===== config.mk =====
export PLATFORM = sky130hd
export DESIGN_NAME = dma_xfer_ctrl
export DESIGN_NICKNAME = d
export VERILOG_FILES = /design/src/rtl/dma_xfer_pkg.sv /design/src/rtl/dma_cfg_regs.sv /design/src/rtl/dma_word_seq.sv /design/src/rtl/dma_xfer_ctrl.sv
export SDC_FILE = /design/constraint.sdc
export NUM_CORES = 1
export LEC_CHECK = 0
export ABC_CLOCK_PERIOD_IN_PS = 2200
export BUFFER_PORTS_ARGS = -buffer_cell sky130_fd_sc_hd__buf_2
export CAP_MARGIN = 20
export CORE_UTILIZATION = 30
export DETAILED_ROUTE_END_ITERATION = 10
export PLACE_DENSITY_LB_ADDON = 0.05
export RECOVER_POWER = 100
export SYNTH_ARGS = -nofsm -noshare
export SYNTH_HDL_FRONTEND = slang
export SYNTH_SLANG_ARGS = --single-unit

===== constraint.sdc =====
create_clock -name clk -period 2.2 [get_ports clk]
set_clock_uncertainty 0.1 [all_clocks]
set_input_delay 0.44 -clock clk [delete_from_list [all_inputs] [get_ports clk]]
set_output_delay 0.44 -clock clk [all_outputs]
set_load 0.02 [all_outputs]

===== src/rtl/dma_xfer_pkg.sv =====
// Shared constants and types for the DMA transfer controller.
// Assumes a 3-bit configuration address space.
package dma_xfer_pkg;
    localparam logic [2:0] REG_CTRL   = 3'd0;
    localparam logic [2:0] REG_DEV    = 3'd1;
    localparam logic [2:0] REG_BASE   = 3'd2;
    localparam logic [2:0] REG_COUNT  = 3'd3;
    localparam logic [2:0] REG_STATUS = 3'd4;

    localparam int CTRL_START  = 0;
    localparam int CTRL_TO_MEM = 1;
    localparam int CTRL_STEAL  = 2;
    localparam int STATUS_CLR  = 0;

    typedef enum logic [2:0] {
        ST_IDLE,
        ST_REQ,
        ST_OWN,
        ST_MWR,
        ST_MRD,
        ST_PUSH,
        ST_WAIT
    } seq_state_t;
endpackage


===== src/rtl/dma_cfg_regs.sv =====
// Configuration registers and completion interrupt of the DMA controller.
// Holds the programmed direction, policy, device address, first address and
// count. Writes to the programming registers are dropped while busy. Emits a
// launch pulse for a nonzero count and sets the interrupt directly for a zero
// count. Assumes ADDR_W, CNT_W and DEV_W do not exceed DATA_W.
module dma_cfg_regs
    import dma_xfer_pkg::*;
#(
    parameter int DATA_W = 16,
    parameter int ADDR_W = 16,
    parameter int CNT_W  = 16,
    parameter int DEV_W  = 8
) (
    input  logic              clk,
    input  logic              rst_n,
    input  logic              wr_en,
    input  logic [2:0]        wr_addr,
    input  logic [DATA_W-1:0] wr_data,
    input  logic              busy,
    input  logic              last_word,
    output logic              to_mem,
    output logic              steal,
    output logic [DEV_W-1:0]  dev_addr,
    output logic [ADDR_W-1:0] base_addr,
    output logic [CNT_W-1:0]  word_cnt,
    output logic              launch,
    output logic              irq
);
    logic prog_ok;
    logic start_fire;
    logic zero_done;
    logic clr_irq;

    // Decode write qualifiers: programming only when idle, clear at any time.
    always_comb begin
        prog_ok    = wr_en && !busy;
        start_fire = prog_ok && (wr_addr == REG_CTRL) && wr_data[CTRL_START];
        launch     = start_fire && (word_cnt != '0);
        zero_done  = start_fire && (word_cnt == '0);
        clr_irq    = wr_en && (wr_addr == REG_STATUS) && wr_data[STATUS_CLR];
    end

    // Programming registers, updated only while no transfer runs.
    always_ff @(posedge clk) begin
        if (!rst_n) begin
            to_mem    <= 1'b0;
            steal     <= 1'b0;
            dev_addr  <= '0;
            base_addr <= '0;
            word_cnt  <= '0;
        end else if (prog_ok) begin
            case (wr_addr)
                REG_CTRL: begin
                    to_mem <= wr_data[CTRL_TO_MEM];
                    steal  <= wr_data[CTRL_STEAL];
                end
                REG_DEV:   dev_addr  <= wr_data[DEV_W-1:0];
                REG_BASE:  base_addr <= wr_data[ADDR_W-1:0];
                REG_COUNT: word_cnt  <= wr_data[CNT_W-1:0];
                default: ;
            endcase
        end
    end

    // Completion interrupt: setting wins over a simultaneous clear.
    always_ff @(posedge clk) begin
        if (!rst_n)
            irq <= 1'b0;
        else
            irq <= last_word || zero_done || (irq && !clr_irq);
    end
endmodule


===== src/rtl/dma_word_seq.sv =====
// Bus ownership and word sequencer of the DMA controller.
// Requests the bus, moves one word at a time between device and memory,
// steps the address up and the count down per word, and releases the bus on
// completion, after each word in cycle-stealing mode, or when the device
// stalls. Assumes the CPU keeps dma_ack high while dma_req stays high, and
// that memory returns read data the cycle after mem_rd.
module dma_word_seq
    import dma_xfer_pkg::*;
#(
    parameter int DATA_W = 16,
    parameter int ADDR_W = 16,
    parameter int CNT_W  = 16
) (
    input  logic              clk,
    input  logic              rst_n,
    input  logic              launch,
    input  logic              to_mem,
    input  logic              steal,
    input  logic [ADDR_W-1:0] base_addr,
    input  logic [CNT_W-1:0]  word_cnt,
    output logic              dma_req,
    input  logic              dma_ack,
    output logic [ADDR_W-1:0] mem_addr,
    output logic              mem_wr,
    output logic              mem_rd,
    output logic [DATA_W-1:0] mem_wdata,
    input  logic [DATA_W-1:0] mem_rdata,
    input  logic              dev_valid,
    input  logic [DATA_W-1:0] dev_data,
    output logic              dev_ready,
    output logic              dev_out_valid,
    output logic [DATA_W-1:0] dev_out_data,
    input  logic              dev_out_ready,
    output logic              busy,
    output logic              last_word
);
    localparam logic [CNT_W-1:0]  CNT_ONE  = CNT_W'(1);
    localparam logic [ADDR_W-1:0] ADDR_ONE = ADDR_W'(1);

    seq_state_t        state, state_nx;
    logic [ADDR_W-1:0] cur_addr;
    logic [CNT_W-1:0]  cur_cnt;
    logic [DATA_W-1:0] word_buf;
    logic              bus_own;
    logic              dev_rdy_any;
    logic              word_done;

    // Status of the current word and of bus ownership.
    always_comb begin
        bus_own     = (state == ST_OWN) || (state == ST_MWR) ||
                      (state == ST_MRD) || (state == ST_PUSH);
        dev_rdy_any = to_mem ? dev_valid : dev_out_ready;
        word_done   = (state == ST_MWR) || ((state == ST_PUSH) && dev_out_ready);
        last_word   = word_done && (cur_cnt == CNT_ONE);
    end

    // Drive the bus, memory and device handshake outputs.
    always_comb begin
        dma_req       = (state == ST_REQ) || bus_own;
        busy          = (state != ST_IDLE);
        mem_addr      = bus_own ? cur_addr : '0;
        mem_wr        = (state == ST_MWR);
        mem_wdata     = (state == ST_MWR) ? word_buf : '0;
        mem_rd        = (state == ST_OWN) && !to_mem && dev_out_ready;
        dev_ready     = (state == ST_OWN) && to_mem;
        dev_out_valid = (state == ST_PUSH);
        dev_out_data  = word_buf;
    end

    // Next-state selection for the word sequence.
    always_comb begin
        state_nx = state;
        case (state)
            ST_IDLE: if (launch) state_nx = ST_REQ;
            ST_REQ:  if (dma_ack) state_nx = ST_OWN;
            ST_OWN: begin
                if (!dev_rdy_any) state_nx = ST_WAIT;
                else if (to_mem)  state_nx = ST_MWR;
                else              state_nx = ST_MRD;
            end
            ST_MRD:  state_nx = ST_PUSH;
            ST_MWR, ST_PUSH: begin
                if (word_done) begin
                    if (last_word)  state_nx = ST_IDLE;
                    else if (steal) state_nx = ST_WAIT;
                    else            state_nx = ST_OWN;
                end
            end
            ST_WAIT: if (dev_rdy_any && !dma_ack) state_nx = ST_REQ;
            default: state_nx = ST_IDLE;
        endcase
    end

    // State register.
    always_ff @(posedge clk) begin
        if (!rst_n) state <= ST_IDLE;
        else        state <= state_nx;
    end

    // Address and count registers: load on launch, step after every word.
    always_ff @(posedge clk) begin
        if (!rst_n) begin
            cur_addr <= '0;
            cur_cnt  <= '0;
        end else if ((state == ST_IDLE) && launch) begin
            cur_addr <= base_addr;
            cur_cnt  <= word_cnt;
        end else if (word_done) begin
            cur_addr <= cur_addr + ADDR_ONE;
            cur_cnt  <= cur_cnt - CNT_ONE;
        end
    end

    // Word buffer: captures device data or memory read data.
    always_ff @(posedge clk) begin
        if (!rst_n)
            word_buf <= '0;
        else if ((state == ST_OWN) && to_mem && dev_valid)
            word_buf <= dev_data;
        else if (state == ST_MRD)
            word_buf <= mem_rdata;
    end
endmodule


===== src/rtl/dma_xfer_ctrl.sv =====
// Top of the DMA transfer controller: configuration registers plus the word
// sequencer. Assumes a single device channel and a one-word-per-strobe memory.
module dma_xfer_ctrl
    import dma_xfer_pkg::*;
#(
    parameter int DATA_W = 16,
    parameter int ADDR_W = 16,
    parameter int CNT_W  = 16,
    parameter int DEV_W  = 8
) (
    input  logic              clk,
    input  logic              rst_n,
    input  logic              cfg_wr_en,
    input  logic [2:0]        cfg_addr,
    input  logic [DATA_W-1:0] cfg_wdata,
    output logic              dma_req,
    input  logic              dma_ack,
    output logic [ADDR_W-1:0] mem_addr,
    output logic              mem_wr,
    output logic              mem_rd,
    output logic [DATA_W-1:0] mem_wdata,
    input  logic [DATA_W-1:0] mem_rdata,
    output logic [DEV_W-1:0]  dev_addr,
    input  logic              dev_valid,
    input  logic [DATA_W-1:0] dev_data,
    output logic              dev_ready,
    output logic              dev_out_valid,
    output logic [DATA_W-1:0] dev_out_data,
    input  logic              dev_out_ready,
    output logic              busy,
    output logic              irq
);
    logic              to_mem;
    logic              steal;
    logic [ADDR_W-1:0] base_addr;
    logic [CNT_W-1:0]  word_cnt;
    logic              launch;
    logic              last_word;

    dma_cfg_regs #(
        .DATA_W(DATA_W), .ADDR_W(ADDR_W), .CNT_W(CNT_W), .DEV_W(DEV_W)
    ) u_regs (
        .clk(clk), .rst_n(rst_n),
        .wr_en(cfg_wr_en), .wr_addr(cfg_addr), .wr_data(cfg_wdata),
        .busy(busy), .last_word(last_word),
        .to_mem(to_mem), .steal(steal), .dev_addr(dev_addr),
        .base_addr(base_addr), .word_cnt(word_cnt),
        .launch(launch), .irq(irq)
    );

    dma_word_seq #(
        .DATA_W(DATA_W), .ADDR_W(ADDR_W), .CNT_W(CNT_W)
    ) u_seq (
        .clk(clk), .rst_n(rst_n),
        .launch(launch), .to_mem(to_mem), .steal(steal),
        .base_addr(base_addr), .word_cnt(word_cnt),
        .dma_req(dma_req), .dma_ack(dma_ack),
        .mem_addr(mem_addr), .mem_wr(mem_wr), .mem_rd(mem_rd),
        .mem_wdata(mem_wdata), .mem_rdata(mem_rdata),
        .dev_valid(dev_valid), .dev_data(dev_data), .dev_ready(dev_ready),
        .dev_out_valid(dev_out_valid), .dev_out_data(dev_out_data),
        .dev_out_ready(dev_out_ready),
        .busy(busy), .last_word(last_word)
    );
endmodule


==> impl_metrics.toml, run 1 <==
[status]
outcome = "finished, violations left"
violations = "DRC"

[detailed_routing]
firstDrtPassIters = 7
drt_iter0_drc = 245
post_drt_via_cell_ratio = 5.028
ant_nets = 0
routedWlPerCell_um = 15.41
drt-total-wl_um = 13110
vias = 4279
drcViolationCount = 17

[final_layout]
fill_cells = 1545
drive_above_1_share = 0.2174
final_core_util = 0.3959
n_antenna_cell = 0
synthToLayoutAreaGrowth_pct = 28.15
nets = 723

[timing]
worstMarginPinSlew_ns = 0.6352
hold_violations = 0
finalCritPeriodShare = 0.9424
layout_setup_ws_ns = 0.1267
rsz0062_at_grt = "false"
min_period_ns = 2.073
finalMaxSlewViolations = 0
fmax_ghz = 0.4823
setup_viol = 0
maxSlewHeadroom = 0.5759
timing.setup.tns_ns = 0
hold_slack_ns = 0.2429

[die]
dieHeight_um = 124.8
pin_count = 120
start_util = 0.3090
core_area_um2 = 14640
design.die.area_um2 = 15580
rows = 44
die_w_um = 124.8

[yosys]
synth_mux_area_frac = 0.1195
synth_most_common_cell = "dfxtp_1"
syn-instance-count = 527
synth_top_flop_cell = "dfxtp_1"
synth_nets = 587
yosys.area_share.simple = 0.2417
synthXorXnorAreaFrac = 0.001936
synthTopCellsByArea = "dfxtp_1 (42%), mux2i_1 (12%), nor2_1 (6.1%)"
synth_edf_count = 0
synth_area_leader_cell = "dfxtp_1"
synth_top_area_frac = 0.4159
synth_top_family_by_area = "simple AND/OR/NAND/NOR gates"
yosysWarnings = 0
synth-seq-area-share = 0.4159
syn_area_per_cell_um2 = 8.585
synth-compound-area-share = 0.1715
async_reset_ff_frac = 0
yosysUniqueCellTypes = 54
syn_area_um2 = 4524
synthTopCellsByCount = "dfxtp_1 (94), nor2_1 (74), mux2i_1 (54)"
synth-adder-area-share = 0.008296
synth-seq-cells = 94

[setup_path]
cp-end-kind = "flop"
cp.required_ns = 2.37
cp_max_fo = 17
path_class = "reg -> reg"
crit_path_start_kind = "flop"
rr_startpoint = "u_regs.word_cnt[10]$_SDFFE_PN0P_"
critPathLaunch = "u_regs.word_cnt[10]$_SDFFE_PN0P_"
critPathArrivalTime_ns = 2.24

[clock_tree]
clock_latency_ns = 0.35
postCtsHoldBufs = 0
cts_tree = "yes"
cts_buffer_depth = 2
clk_pin_slew_ns = 0.07
numCtsBuffers = 9
htree_levels = 3
cts.sinks = 94
cts_root_buf = "clkbuf_16"

[power_and_ir_drop]
vdd_drop_max_uv = 328.1
p_leak_nw = 2.511
power_density_nw_per_um2 = 615.5

[global_routing]
grt_usage = 0.1718
first_global_vias = 4185
antenna_found_initial = 0
grt_max_degree = 32
grt.overflow.total = 0
grt_pass1_wl_um = 21250

[job]
max_cap_violations = 0

[placed_design]
place_ws_ns = 0.09141
io_buffer_count = 119
gp_congestion = 0.7874
place_hpwl_um = 9736

[worst_hold_path]
min_path_type = "in -> reg"
hold_path_startpoint = "cfg_wdata[14]"
## cell usage in the layout, fill, tap and decap left out, types with 22 or more instances in the layout
cell       n
buf_4     29
nand2_1   29
dfxtp_1   91
and2_1    35
clkbuf_2  22
buf_2     60
a21oi_1   39
nor2_1    74
clkbuf_1  44
mux2i_1   54
## power breakdown
group | internal [mW] | switching, mW | total [mW] | leakage [nW]
Sequential | 1.72 | 0.0159 | 1.74 | 0.760
Combinational | 0.104 | 0.125 | 0.229 | 1.61
Clock | 0.913 | 0.690 | 1.60 | 0.142
Total | 2.74 | 0.831 | 3.57 | 2.51
## routing by layer
metal | part of all wire | track usage
met2 | 0.45 | 0.2723
met1 | 0.49 | 0.2328
met5 | 0 | 0
met3 | 0.045 | 0.03952
met4 | 0.0083 | 0.04575
## critical path, stage by stage (launching register included)
cell and delay (ns):
dfxtp_1 0.33, nor4_1 0.26, clkbuf_1 0.18, nand4_1 0.12, buf_4 0.17, nand2_1 0.07
clkbuf_2 0.36, o311ai_0 0.21, a31oi_1 0.18
## cells by family after synthesis
family / after synthesis
AND/OR/NAND/NOR: 212
AO/OA/AOI/OAI: 118
flip-flops: 94
multiplexers: 54
buffers and inverters: 45
adder cells (fa/ha/maj): 3
XOR/XNOR: 1
## state kept, by name, summed over array words and instances, names as in the netlist
signal,flops
u_regs.base_addr,16
u_regs.word_cnt,16
u_seq.cur_addr,16
u_seq.cur_cnt,16
u_seq.dev_out_data,16
u_regs.dev_addr,8
u_seq.state,3
u_regs.irq,1
u_regs.steal,1
u_regs.to_mem,1
## metrics by stage
stage               cells  total power [mW]  area [µm²]
finish                851             3.569        5798
global route          851             3.727        5798
detailed placement    836             2.012        5577
global placement      836             2.012        5577
CTS                   851             3.642        5874
floorplan             527             1.878        4524
## final timing paths
check	end	slack [ns]	cells after the start
min	u_regs.word_cnt[14]$_SDFFE_PN0P_	0.24	3
max	u_seq.cur_cnt[6]$_SDFFE_PN0P_	0.13	8
min reg2reg	u_seq.cur_addr[14]$_SDFFE_PN0P_	0.37	2
max reg2reg	u_seq.cur_cnt[6]$_SDFFE_PN0P_	0.13	8
## final cells by class
class | instances | area (µm²) | share of cell area
sequential | 94 | 1886 | 0.3252
multi-input combinational | 388 | 2462 | 0.4247
tap | 184 | 230.2 | 0.03971
clock inverter | 4 | 55.05 | 0.009495
inverter | 10 | 37.54 | 0.006474
clock buffer | 11 | 242.7 | 0.04186
timing repair buffer | 160 | 884.6 | 0.1526
## repair_timing
item / in CTS / in global routing
endpoints found under the setup margin: 0 / 30
gates resized for setup: 0 / 6
buffers inserted: 0 / 0
Note: power is estimated with default switching activity, not from simulation.
==> run 2: changes to the inputs <==
GPL_TIMING_DRIVEN = 0   (was default)
==> run 2 against run 1 <==
The flow still finishes with violations (DRC). Power up 3.5%. Register-to-register slack about the same. Combinational power up 5%. Flip-flop and latch count unchanged. Critical endpoint is now mem_addr[0]. Highest routed layer unchanged.
==> impl_metrics.toml, run 2 (synthesis results as in run 1) <==
[status]
outcome = "finished, violations left"
violations = "DRC"

[setup_path]
critPathArrivalTime_ns = 1.62
rr_worst_depth = 5
cp_max_fo = 10
cp-end-kind = "output pin"
crit_path_start_kind = "flop"
cp_slowest_cell = "dfxtp_2"
path_class = "reg -> out"
cp_slowest_stage_delay_ns = 0.35
cp.required_ns = 1.66
crit_path_cell_trace = "buf_8 -> xor2_4 -> buf_12 -> buf_6 -> and2_1 -> buf_4"

[detailed_routing]
drt-total-wl_um = 14760
routedWlPerCell_um = 17.22
vias = 4472
firstDrtPassIters = 10
ant_nets = 0
post_drt_via_cell_ratio = 5.218
drcViolationCount = 16
drt_iter0_drc = 205

[placed_design]
io_buffer_count = 118
place_hpwl_um = 10760
gp_congestion = 0.8013
place_ws_ns = -0.6007

[timing]
worstMarginPinSlew_ns = 0.8756
layout_setup_ws_ns = 0.04293
fmax_ghz = 0.4636
hold_violations = 0
min_period_ns = 2.157
finalCritPeriodShare = 0.9805
setup_viol = 0
finalMaxSlewViolations = 0
maxSlewHeadroom = 0.4011

[die]
pin_count = 120
design.die.area_um2 = 15580
die_w_um = 124.8
dieHeight_um = 124.8
core_area_um2 = 14640
rows = 44
start_util = 0.3090

[final_layout]
n_antenna_cell = 0
drive_above_1_share = 0.2496
layout_commonest_cell = "buf_2"
synthToLayoutAreaGrowth_pct = 31.94
layout_common_cells = "buf_2 (97), dfxtp_1 (91), nor2_1 (73)"
nets = 728

[global_routing]
grt_pass1_wl_um = 23170
grtUsageMet1 = 0.2588
grt.overflow.total = 0
grt.busiest_layer = "met2"
grt.met3_usage = 0.04338
antenna_found_initial = 0
gr-usage-met2 = 0.3126
grt_max_degree = 17
grt_usage = 0.1917
first_global_vias = 4292

[clock_tree]
cts_buffer_depth = 2
cts_tree = "yes"
htree_levels = 3
numCtsBuffers = 9
clk_pin_slew_ns = 0.07
cts.sinks = 94
cts_root_buf = "clkbuf_16"
clock_latency_ns = 0.35

[worst_hold_path]
min_path_type = "in -> reg"
hold_depth = 3

[power_and_ir_drop]
power_density_nw_per_um2 = 618.7
p_leak_nw = 2.610
fin_total_pwr_mw = 3.693
vdd_drop_max_uv = 386.4

[job]
max_cap_violations = 0
run 2: changes by cell type in the layout (fill, tap and decap cells not counted), moves of 3 or more:
| cell | before | now |
|---|---|---|
| buf_2 | 60 | 97 |
| clkbuf_2 | 22 | 4 |
| buf_4 | 29 | 15 |
| clkbuf_1 | 44 | 36 |
| buf_6 | 0 | 4 |
| nor4_1 | 7 | 3 |
| buf_12 | 4 | 1 |
| nor4_4 | 0 | 3 |
run 2: power by group:
| group | internal [mW] | switching, mW | total, mW | leakage (nW) |
|---|---|---|---|---|
| Sequential | 1.72 | 0.0180 | 1.74 | 0.760 |
| Clock | 1.00 | 0.715 | 1.72 | 0.152 |
| Combinational | 0.100 | 0.140 | 0.240 | 1.70 |
run 2: timing repair:
action | CTS | global route
pin swaps | 2 | 4
buffers inserted | 4 | 7
endpoints found under the setup margin | 71 | 85
hold buffers | 0 | 0
cloned | 1 | 0
gates resized for setup | 32 | 36
run 2: layout make-up:
class	count	area (µm²)
Sequential cell	94	1888
Inverter	10	37.54
Buffer	35	214.0
Multi-Input combinational cell	388	2599
Clock inverter	7	97.59
Timing Repair Buffer	130	678.2
Clock buffer	9	225.2
Tap cell	184	230.2
Fill cell	1530	8675
run 2: final timing paths:
| kind | startpoint | to | slack (ns) |
|---|---|---|---|
| worst max register to register | u_seq.state[0]$_SDFFE_PN0P_ | u_seq.state[1]$_SDFFE_PN0P_ | 0.13 |
| worst min-delay path | cfg_wdata[11] | u_regs.word_cnt[11]$_SDFFE_PN0P_ | 0.25 |
| worst min register to register | u_regs.base_addr[14]$_SDFFE_PN0P_ | u_seq.cur_addr[14]$_SDFFE_PN0P_ | 0.37 |
| worst max-delay path | u_seq.state[1]$_SDFFE_PN0P_ | mem_addr[0] | 0.04 |
run 2: metal layers:
metal | vias up | part of all wire
li1 | 2186 | -
met1 | 2156 | 0.47
met2 | 126 | 0.47
met3 | 4 | 0.050
met4 | 0 | 0.0046
met5 | - | 0
run 2: through the flow:
stage          std cells  hold slack (ns)  TNS (ns)  area [µm²]    util
5_1_grt              857           0.2430  -0.03525        5969  0.4076
3_3_place_gp         829           0.3566    -18.22        5345  0.3650
4_1_cts              850           0.2357   -0.1701        5812  0.3969
6_report             857           0.2520         0        5969  0.4076
3_5_place_dp         829           0.3636    -18.09        5345  0.3650
2_1_floorplan        527           0.3460         0        4524       -
run 2: worst max-delay path: cells and delay by family, from the launching register on:
family | cells | cell delay [ns]
XOR/XNOR | 1 | 0.18
AND/OR/NAND/NOR | 1 | 0.17
flip-flops | 1 | 0.35
buffers and inverters | 4 | 0.57
==> run 3: changes to the inputs <==
PLACE_DENSITY = 0.61   (was default)
PLACE_DENSITY_LB_ADDON = default   (was 0.05)
==> run 3 against run 2 <==
The run still ends with DRC left. Fmax increased by 1.4%. Sequential share of layout area increased by 0.38 points. Final cell count increased by 0.35%. Sequential power about the same. Global-route usage decreased by 1.3 points. Largest cell class unchanged.
==> impl_metrics.toml, run 3 (synthesis results as in run 1) <==
[clock_tree]
cts_buffer_depth = 2
htree_levels = 3
clk_pin_slew_ns = 0.07
cts_root_buf = "clkbuf_16"
clock_latency_ns = 0.35
numCtsBuffers = 9
cts_tree = "yes"
cts.sinks = 94

[die]
pin_count = 120
die_w_um = 124.8
start_util = 0.3090
design.die.area_um2 = 15580
rows = 44
dieHeight_um = 124.8
core_area_um2 = 14640

[timing]
maxSlewHeadroom = 0.4504
rsz0062_at_grt = "false"
setup_viol = 0
timing.setup.tns_ns = 0
finalCritPeriodShare = 0.9672
hold_violations = 0
worstMarginPinSlew_ns = 0.8036
fmax_ghz = 0.4700
finalMaxSlewViolations = 0
min_period_ns = 2.128

[setup_path]
crit_path_start_kind = "flop"
critPathArrivalTime_ns = 1.59
cp.required_ns = 1.66
cp-end-kind = "output pin"
cp_max_fo = 8
path_class = "reg -> out"

[placed_design]
dp_cells = 829
gp_congestion = 0.8571
place_hpwl_um = 9959
io_buffer_count = 118

[detailed_routing]
post_drt_via_cell_ratio = 5.180
drt_iter0_drc = 305
drt-total-wl_um = 13870
ant_nets = 0
routedWlPerCell_um = 16.13
vias = 4455
firstDrtPassIters = 8
drcViolationCount = 35

[global_routing]
grt_usage = 0.1783
first_global_vias = 4153
grt.overflow.total = 0
grt_max_degree = 17
antenna_found_initial = 1
grt_pass1_wl_um = 22000

[final_layout]
layout_commonest_cell = "buf_2"
layout_common_cells = "buf_2 (96), dfxtp_1 (91), nor2_1 (73)"
fin_cells = 860
fill_cells = 1511
synthToLayoutAreaGrowth_pct = 30.37
n_antenna_cell = 0
nets = 731
drive_above_1_share = 0.2426

[worst_hold_path]
min_path_type = "in -> reg"

[status]
outcome = "finished, violations left"
violations = "DRC"

[power_and_ir_drop]
vdd_drop_max_uv = 362.5
p_leak_nw = 2.593
power_density_nw_per_um2 = 610.6
fin_total_pwr_mw = 3.601

[job]
max_cap_violations = 0
-- run 3: cell count changes in the layout (fill, tap and decap cells not counted), sizes merged --
cell and delta:
bufinv -1, clkinv -1, clkinvlp -1, clkbuf +4
inv +1, buf +1
-- run 3: per-stage QoR --
stage	util	cell area, µm²	worst slack, ns	hold slack (ns)
2_1_floorplan	-	4524	0.2723	0.3460
3_3_place_gp	0.3650	5345	-0.3262	0.3638
3_5_place_dp	0.3650	5345	-0.3424	0.3683
4_1_cts	0.3942	5773	0.004806	0.2377
5_1_grt	0.4028	5898	0.002412	0.2639
6_report	0.4028	5898	0.07215	0.2510
-- run 3: where the power goes --
part / total, mW / switching (mW) / internal, mW
registers: 1.74 / 0.0159 / 1.72
clock network: 1.63 / 0.704 / 0.923
logic: 0.238 / 0.138 / 0.101
-- run 3: final timing paths --
kind	startpoint	endpoint	slack (ns)	cells after the start
setup / recovery	u_seq.state[1]$_SDFFE_PN0P_	mem_addr[12]	0.07	6
hold reg to reg	u_seq.dev_out_data[12]$_SDFFE_PN0P_	u_seq.dev_out_data[12]$_SDFFE_PN0P_	0.38	2
hold / removal	cfg_wdata[10]	u_regs.base_addr[10]$_SDFFE_PN0P_	0.25	3
setup reg to reg	u_seq.state[0]$_SDFFE_PN0P_	u_seq.cur_cnt[7]$_SDFFE_PN0P_	0.09	7
-- run 3: critical path: stages (launching register included) --
cell and delay, ns:
dfxtp_2 0.34, buf_6 0.14, xor2_4 0.18, buf_12 0.14, clkbuf_8 0.13, and2_1 0.15
buf_4 0.15
-- run 3: layout make-up --
cell class	count	area (µm²)	share of cell area
plain buffers	34	195.2	0.03309
multi-input cells	388	2537	0.4302
inverters	10	37.54	0.006364
clock inverters	5	63.81	0.01082
well taps	184	230.2	0.03903
flip-flops and latches	94	1888	0.3201
repair buffers	134	703.2	0.1192
clock buffers	11	242.7	0.04115
-- run 3: layer usage --
| layer | part of all wire | routed length [µm] | global-route usage | up-vias |
|---|---|---|---|---|
| met2 | 0.44 | 6167 | 0.2829 | 164 |
| met3 | 0.070 | 976 | 0.05284 | 19 |
| met5 | 0 | 0 | 0 | - |
| met1 | 0.47 | 6494 | 0.2328 | 2082 |
| li1 | - | - | - | 2190 |
| met4 | 0.017 | 234 | 0.05156 | 0 |
-- run 3: repair_timing --
item	in CTS	in global routing
pin swaps	2	3
resized for setup	21	33
setup endpoints to repair	66	76
buffers inserted	5	10
hold endpoints to repair	0	0
gates cloned	1	0
hold buffers	0	0
